`src/rtl/pswallow_pkg.sv`:
```
package pswallow_pkg;
  localparam int SEL_W  = 2;
  localparam int A_W    = 6;
  localparam int B_W    = 13;
  localparam int B_MIN  = 3;
  localparam int CORE_W = 3;
  localparam int EXT_W  = 1 << SEL_W;

  typedef struct packed {
    logic [SEL_W-1:0] sel;
    logic [A_W-1:0]   a;
    logic [B_W-1:0]   b;
  } div_cfg_t;

  localparam div_cfg_t CFG_DEFAULT = '{sel: '0, a: '0, b: B_W'(B_MIN)};

  // a setting is usable when B reaches its minimum and A never exceeds B
  function automatic logic cfg_ok(input div_cfg_t c);
    return (c.b >= B_W'(B_MIN)) && ({{(B_W-A_W){1'b0}}, c.a} <= c.b);
  endfunction

  // lower prescaler modulus: 4/5 core times 2**(sel+1)
  function automatic logic [7:0] low_modulus(input logic [SEL_W-1:0] sel);
    return 8'(4) << (int'(sel) + 1);
  endfunction

  // overall ratio P*B + A
  function automatic logic [20:0] total_ratio(input div_cfg_t c);
    return 21'(low_modulus(c.sel)) * 21'(c.b) + 21'(c.a);
  endfunction
endpackage

```
`src/rtl/pswallow_cfg.sv`:
```
module pswallow_cfg
  import pswallow_pkg::*;
(
  input  logic     clk_in,
  input  logic     rst,
  input  div_cfg_t port_cfg,
  input  logic     cyc_end,
  output logic     port_ok,
  output div_cfg_t nxt_cfg,
  output div_cfg_t act_cfg
);
  div_cfg_t act_q;

  always_comb begin
    port_ok = cfg_ok(port_cfg);
    if (port_ok)  nxt_cfg = port_cfg;
    else if (rst) nxt_cfg = CFG_DEFAULT;
    else          nxt_cfg = act_q;
  end

  always_ff @(posedge clk_in) begin
    if (rst || cyc_end) act_q <= nxt_cfg;
  end

  assign act_cfg = act_q;
endmodule

```
`src/rtl/pswallow_prescaler.sv`:
```
module pswallow_prescaler #(
  parameter int SEL_W  = 2,
  parameter int CORE_W = 3,
  parameter int EXT_W  = 4
) (
  input  logic             clk_in,
  input  logic             rst,
  input  logic [SEL_W-1:0] sel,
  input  logic             mc,
  output logic             pre_tc
);
  localparam logic [CORE_W-1:0] CORE_LAST4 = CORE_W'(3);
  localparam logic [CORE_W-1:0] CORE_LAST5 = CORE_W'(4);

  logic [CORE_W-1:0] core_q, core_last;
  logic [EXT_W-1:0]  ext_q, ext_mask;
  logic              ext_term, core_wrap;

  always_comb begin
    ext_mask  = EXT_W'((1 << (int'(sel) + 1)) - 1);
    ext_term  = (ext_q & ext_mask) == ext_mask;
    // the 4/5 core takes its extra state once per extension round
    core_last = (mc && ext_term) ? CORE_LAST5 : CORE_LAST4;
    core_wrap = core_q == core_last;
    pre_tc    = core_wrap && ext_term;
  end

  always_ff @(posedge clk_in) begin
    if (rst) begin
      core_q <= '0;
      ext_q  <= '0;
    end else if (core_wrap) begin
      core_q <= '0;
      ext_q  <= (ext_q + EXT_W'(1)) & ext_mask;
    end else begin
      core_q <= core_q + CORE_W'(1);
    end
  end
endmodule

```
`src/rtl/pswallow_counters.sv`:
```
module pswallow_counters #(
  parameter int A_W = 6,
  parameter int B_W = 13
) (
  input  logic           clk_in,
  input  logic           rst,
  input  logic           pre_tc,
  input  logic [A_W-1:0] a_ld,
  input  logic [B_W-1:0] b_ld,
  output logic           mc,
  output logic           cyc_end,
  output logic [A_W-1:0] a_cnt,
  output logic [B_W-1:0] b_cnt
);
  assign mc      = a_cnt != '0;
  assign cyc_end = pre_tc && (b_cnt == B_W'(1));

  always_ff @(posedge clk_in) begin
    if (rst || cyc_end) begin
      a_cnt <= a_ld;
      b_cnt <= b_ld;
    end else if (pre_tc) begin
      b_cnt <= b_cnt - B_W'(1);
      if (mc) a_cnt <= a_cnt - A_W'(1);
    end
  end
endmodule

```
`src/rtl/pswallow_div.sv`:
```
module pswallow_div
  import pswallow_pkg::*;
(
  input  logic             clk_in,
  input  logic             rst,
  input  logic [SEL_W-1:0] psel,
  input  logic [A_W-1:0]   a_cfg,
  input  logic [B_W-1:0]   b_cfg,
  output logic             div_out,
  output logic             cfg_err
);
  div_cfg_t port_cfg, nxt_cfg, act_cfg;
  logic port_ok, pre_tc, mc, cyc_end;
  logic [A_W-1:0]   a_cnt;
  logic [B_W-1:0]   b_cnt;
  logic [SEL_W-1:0] act_sel;
  logic [A_W-1:0]   act_a;
  logic [B_W-1:0]   act_b;
  logic div_q, err_q;

  assign port_cfg = '{sel: psel, a: a_cfg, b: b_cfg};
  assign act_sel  = act_cfg.sel;
  assign act_a    = act_cfg.a;
  assign act_b    = act_cfg.b;

  pswallow_cfg u_cfg (
    .clk_in(clk_in), .rst(rst), .port_cfg(port_cfg), .cyc_end(cyc_end),
    .port_ok(port_ok), .nxt_cfg(nxt_cfg), .act_cfg(act_cfg)
  );

  pswallow_prescaler #(.SEL_W(SEL_W), .CORE_W(CORE_W), .EXT_W(EXT_W)) u_pre (
    .clk_in(clk_in), .rst(rst), .sel(act_sel), .mc(mc), .pre_tc(pre_tc)
  );

  pswallow_counters #(.A_W(A_W), .B_W(B_W)) u_cnt (
    .clk_in(clk_in), .rst(rst), .pre_tc(pre_tc),
    .a_ld(nxt_cfg.a), .b_ld(nxt_cfg.b),
    .mc(mc), .cyc_end(cyc_end), .a_cnt(a_cnt), .b_cnt(b_cnt)
  );

  always_ff @(posedge clk_in) begin
    if (rst) begin
      div_q <= 1'b0;
      err_q <= 1'b0;
    end else begin
      div_q <= cyc_end;
      err_q <= !port_ok;
    end
  end

  assign div_out = div_q;
  assign cfg_err = err_q;
endmodule

```
`config.mk`:
```
export PLATFORM = sky130hd
export DESIGN_NAME = pswallow_div
export DESIGN_NICKNAME = d
export VERILOG_FILES = /design/src/rtl/pswallow_pkg.sv /design/src/rtl/pswallow_cfg.sv /design/src/rtl/pswallow_prescaler.sv /design/src/rtl/pswallow_counters.sv /design/src/rtl/pswallow_div.sv
export SDC_FILE = /design/constraint.sdc
export NUM_CORES = 1
export LEC_CHECK = 0
export BUFFER_PORTS_ARGS = -buffer_cell sky130_fd_sc_hd__buf_4
export CAP_MARGIN = 10
export CORE_MARGIN = 2
export CORE_UTILIZATION = 53
export CTS_BUF_LIST = sky130_fd_sc_hd__clkbuf_16
export CTS_CLUSTER_DIAMETER = 80
export DETAILED_ROUTE_END_ITERATION = 10
export PLACE_DENSITY = 0.73
export SLEW_MARGIN = 20
export SYNTH_ARGS = -nofsm -noshare
export SYNTH_HDL_FRONTEND = slang
export SYNTH_SLANG_ARGS = --single-unit
```
`constraint.sdc`:
```
create_clock -name clk_in -period 3.3 [get_ports clk_in]
set_clock_uncertainty 0.05 [all_clocks]
set_input_delay 0.66 -clock clk_in [delete_from_list [all_inputs] [get_ports clk_in]]
set_output_delay 0.66 -clock clk_in [all_outputs]
set_load 0.05 [all_outputs]
```
# Word-level counts from Yosys, hierarchy flattened
# Cells that the tools add are included.
# Widths: inputs -> output; s select.
[totals]
register_bits = 49
in_bits = 23
output_inout_bits = 2
word_cells = 44
[classes]
addsub = 6
n_lt_le_gt_ge = 2
n_eq_ne = 3
shifts = 1
muxes = 8
n_bitwise = 2
reduce_logical = 13
[op_table]
columns = ["operator", "count"]
rows = [
  ["$mux 21", 2],
  ["$shl 1x32->4 const A", 1],
  ["$mux 13", 2],
  ["$mux 6", 3],
  ["$eq 13x1->1 const B", 1],
  ["$ge 13x2->1 const B", 1],
  ["$le 6x13->1", 1],
  ["$sub 13x1->13 const B", 1],
  ["$and 4x4->4", 2],
  ["$reduce_bool 2->1", 3],
  ["$reduce_bool 6->1", 1],
  ["$sub 6x1->6 const B", 1],
  ["$add 4x1->4 const B", 1],
  ["$eq 4x4->1", 1],
  ["$logic_and 1x1->1", 4],
  ["$reduce_and 2->1", 2],
  ["$sub 4x2->4 const B", 1],
  ["$add 2x1->3 const B", 1],
  ["$add 3x1->3 const B", 1],
  ["$eq 3x3->1", 1],
  ["$mux 3", 1],
  ["$reduce_or 2->1", 1],
  ["$logic_not 1->1", 1],
  ["$logic_or 1x1->1", 1],
]

# Longest topological paths before layout
[depth]
word_depth = 13
mapped_depth = 10
depth_no_buf = 9

# Modules after synthesis
# A second synthesis with hierarchy kept.
[unflattened]
hier_cells = 245
area_unflattened_um2 = 2951.6
[modules_own_cells]
columns = ["mod", "instances", "cells_per_inst", "area_per_inst_um2", "seq_area_each_um2"]
rows = [
  ["pswallow_counters", 1, 95, 1222.4, 570.5],
  ["pswallow_cfg", 1, 95, 1221.2, 630.6],
  ["pswallow_prescaler", 1, 51, 457.9, 140.1],
  ["pswallow_div", 1, 4, 50.0, 40.0],
]

# Least setup slack after synthesis
# OpenSTA, ideal clock, no wires.
[synth_timing]
path_kind = "register -> register"
start = "register u_cnt.a_cnt[0]"
end = "register u_cnt.a_cnt[0], enable pin"
setup_ns = 0.378
arrival_time_ns = 2.695
required_time_ns = 2.872
slack_ns = 0.176
stages_incl_launch_ff = 9
path_buffers = 1
synth_period_minus_slack_ns = 3.124
cell_sequence = "edfxtp_1 -> inv_1 -> ha_1 -> or3b_4 -> or4b_1 -> a211oi_2 -> a31oi_4 -> buf_6 -> a21boi_0"
[synth_between]
elab_chain_cells = 9
word_cells_on_any_way = 10
cone_classes = "eq/ne (1); mux (1); reduce/logical (8)"
[synth_rtl]
columns = ["element", "line", "text"]
rows = [
  ["from (decl)", "pswallow_counters.sv:12", "output logic [A_W-1:0] a_cnt,"],
  ["from (signal assigned)", "pswallow_counters.sv:20", "a_cnt <= a_ld;"],
  ["from (signal assigned)", "pswallow_counters.sv:24", "if (mc) a_cnt <= a_cnt - A_W'(1);"],
  ["$reduce_bool 6->1 *", "pswallow_counters.sv:15", "assign mc = a_cnt != '0;"],
  ["$logic_and 1x1->1", "pswallow_prescaler.sv:23", "core_last = (mc && ext_term) ? CORE_LAST5 : CORE_LAST4;"],
  ["$mux 3", "pswallow_prescaler.sv:23", ""],
  ["$eq 3x3->1", "pswallow_prescaler.sv:24", "core_wrap = core_q == core_last;"],
  ["$logic_and 1x1->1", "pswallow_prescaler.sv:25", "pre_tc = core_wrap && ext_term;"],
  ["$logic_and 1x1->1", "pswallow_counters.sv:16", "assign cyc_end = pre_tc && (b_cnt == B_W'(1));"],
  ["$logic_or 1x1->1", "pswallow_counters.sv:19", "if (rst || cyc_end) begin"],
  ["$reduce_bool 2->1 (no source line)", "--", ""],
  ["$reduce_and 2->1 (no source line) *", "--", ""],
]
# Every way passes the cells marked *; elsewhere a longest branch is shown, timed or not.
# A chain may end at the register's enable or synchronous reset.

# Worst setup path after layout
[layout_timing]
start = "register u_cnt.a_cnt[0]"
end = "register u_cnt.a_cnt[1], enable pin"
# Same word-level chain as after synthesis.

==> out/metrics.cfg <==
[drt]
antenna_left=0
vias_per_cell=5.38
num_vias=1872
drc=0
wl_per_cell_um=14.2
first_pass_iters=4
postRouteWirelength_um=4950
dr.first_iter.drc_count=112

[clock_tree]
cts_root_buf=clkbuf_16
numCtsBuffers=5
clock_path_buffers=2
cts_setup_buffers=0
cts.repair.resized=0
h-tree-depth=2
cts_hold_buf=0
path_clk_slew_ps=60
insertion_delay_ps=290
cts_tree=built
clock_sinks=49

[die]
die_h_um=75.4
chipWidth_um=75.4
core_area_um2=4820
dieArea_um2=5690
pin_count=25
start_util_pct=56.1
num_rows=25

[yosys]
synth_cell_types=45
synth_top_area_cell=edfxtp_1
post-synth-top-count-cell=edfxtp_1
syn_inst=247
synth_seq_cells=49
ys_seq_area_share_pct=51.1
synth_area_leaders=edfxtp_1 44%, dfxtp_1 6.7%, ha_1 5.1%
syn_area_um2=2700
synthTopCellsByCount=40 x edfxtp_1, 28 x nor2_1, 23 x nand2_1
synth_ff_type=edfxtp_1
syn_area_per_cell_um2=10.9
synth.top_cell.area_share_pct=44.4
synth_edf_count=40
ys_warn_count=0
syn_nets=281
synthArstFlopShare_pct=0

[layout]
final_core_util_pct=64.7
layout-drive-gt1-share_pct=20.6
fill_cells=411
fin_nets=314
area_delta_synth_final_pct=15.4
antennaDiodeCount=0
fin_area_um2=3120

[global_route]
grt_overflow=0
track_usage_pct=19.1
antenna_found_initial=0
grt_pass1_vias=1806
grt_max_degree=22
grt_pass1_wl_um=8250

[setup_path]
critPathMaxFanout=17
endpoint_kind=flop
critPathKind=reg -> reg
start_kind=flop
crit_required_ps=3250
crit_arrival_ps=2940

[power_and_ir_drop]
p_leak_uw=0.00126
powerDensity_nw_per_um2=449
peakVddDrop_mv=0.286

[sta]
finalSetupViolations=0
rsz0062_at_grt=no
finalMaxSlewViolations=0
finalCritPeriodShare_pct=90.4
fin_setup_tns_ps=0
finalHoldViolCount=0
tightestPinTransition_ps=653
fin_crit_ps=2980
max-slew-margin-rel_pct=55.9
clock.fmax_mhz=335

[flow_run]
cap_violations=0

[placed_design]
dp_hpwl_um=3690
io_buffers=24
gp_congestion=0.788
placed_cell_area_um2=2980

[min_path]
hp-class=reg -> reg

[outcome]
outcome=finished, final reports clean

## per-layer routing
metal	GRT usage, %	vias to the layer above	routed length (µm)
met4	5.07	0	48
met5	0	-	0
met3	3.31	6	245
met1	27.8	859	2490
li1	-	960	-
met2	29.6	47	2170
## registers in the layout (all words and copies together), names as in the netlist
register and count:
u_cfg.act_cfg 21, u_cnt.b_cnt 13, u_cnt.a_cnt 6, u_pre.ext_q 4, u_pre.core_q 3, cfg_err 1, div_out 1
## area by class of cell
type	instances	area (µm²)	share of cell area [%]
flip-flops and latches	49	1380	44.3
multi-input cells	179	1230	39.4
inverters	14	53.8	1.73
clock inverters	3	11.3	0.361
well taps	67	83.8	2.69
clock buffers	5	125	4.01
repair buffers	31	233	7.46
## layout by cell type, fill, tap and decap left out, types with 2 or more instances in the layout
| cell | instances |
|---|---|
| a211oi_2 | 2 |
| a21boi_0 | 2 |
| a21o_1 | 8 |
| a21oi_1 | 8 |
| a31oi_1 | 5 |
| a31oi_4 | 2 |
| and2_1 | 2 |
| buf_4 | 31 |
| clkbuf_16 | 5 |
| dfxtp_1 | 9 |
| edfxtp_1 | 40 |
| ha_1 | 11 |
| inv_1 | 15 |
| mux2_2 | 9 |
| mux2i_1 | 3 |
| nand2_1 | 23 |
| nand2b_1 | 5 |
| nand3_1 | 3 |
| nand3b_1 | 6 |
| nor2_1 | 28 |
| nor2b_1 | 6 |
| nor3_1 | 5 |
| nor3b_1 | 2 |
| nor4_1 | 6 |
| o21ai_0 | 6 |
| o31ai_1 | 5 |
| or2_2 | 3 |
| xnor2_1 | 6 |
| xor2_1 | 9 |
## stage by stage
stage	hold slack (ps)	std cells	setup slack [ps]	power, µW
floorplan	376	247	176	878
global placement	395	340	310	933
detailed placement	408	340	244	937
CTS	423	348	311	1410
global route	455	348	203	1460
finish	417	348	316	1400
## cell families (layout without fill, tap and decap cells)
group	count (synthesis)	in the layout	synth area share (%)
AO/OA/AOI/OAI	43	43	11.8
XOR/XNOR	15	15	4.86
adder cells (fa/ha/maj)	11	11	5.09
buffers and inverters	19	53	3.56
flip-flops	49	49	51.1
multiplexers	12	12	4.86
AND/OR/NAND/NOR	98	98	18.7
## path summary, 6_finish.rpt
kind,end,slack (ps),depth (start not counted),startpoint
min reg2reg,u_pre.core_q[0]$_SDFF_PP0_,420,1,u_pre.core_q[0]$_SDFF_PP0_
max,u_cnt.a_cnt[1]$_DFFE_PP_,320,9,u_cnt.a_cnt[0]$_DFFE_PP_
min,u_pre.core_q[0]$_SDFF_PP0_,420,1,u_pre.core_q[0]$_SDFF_PP0_
max reg2reg,u_cnt.a_cnt[1]$_DFFE_PP_,320,9,u_cnt.a_cnt[0]$_DFFE_PP_
## report_power, final
part / switching [µW] / internal, µW
combinational: 88.1 / 85.1
sequential: 28.6 / 723
clock: 203 / 273
total: 319 / 1080
## critical path: stages, from the launching register on
cell and delay, ps:
edfxtp_1 380, inv_1 100, ha_1 190, or3b_4 410, or4b_1 490, a211oi_2 330
a31oi_4 140, buf_4 240, a21boi_0 190, buf_4 180
No activity file was read; power rests on OpenSTA's default activity.
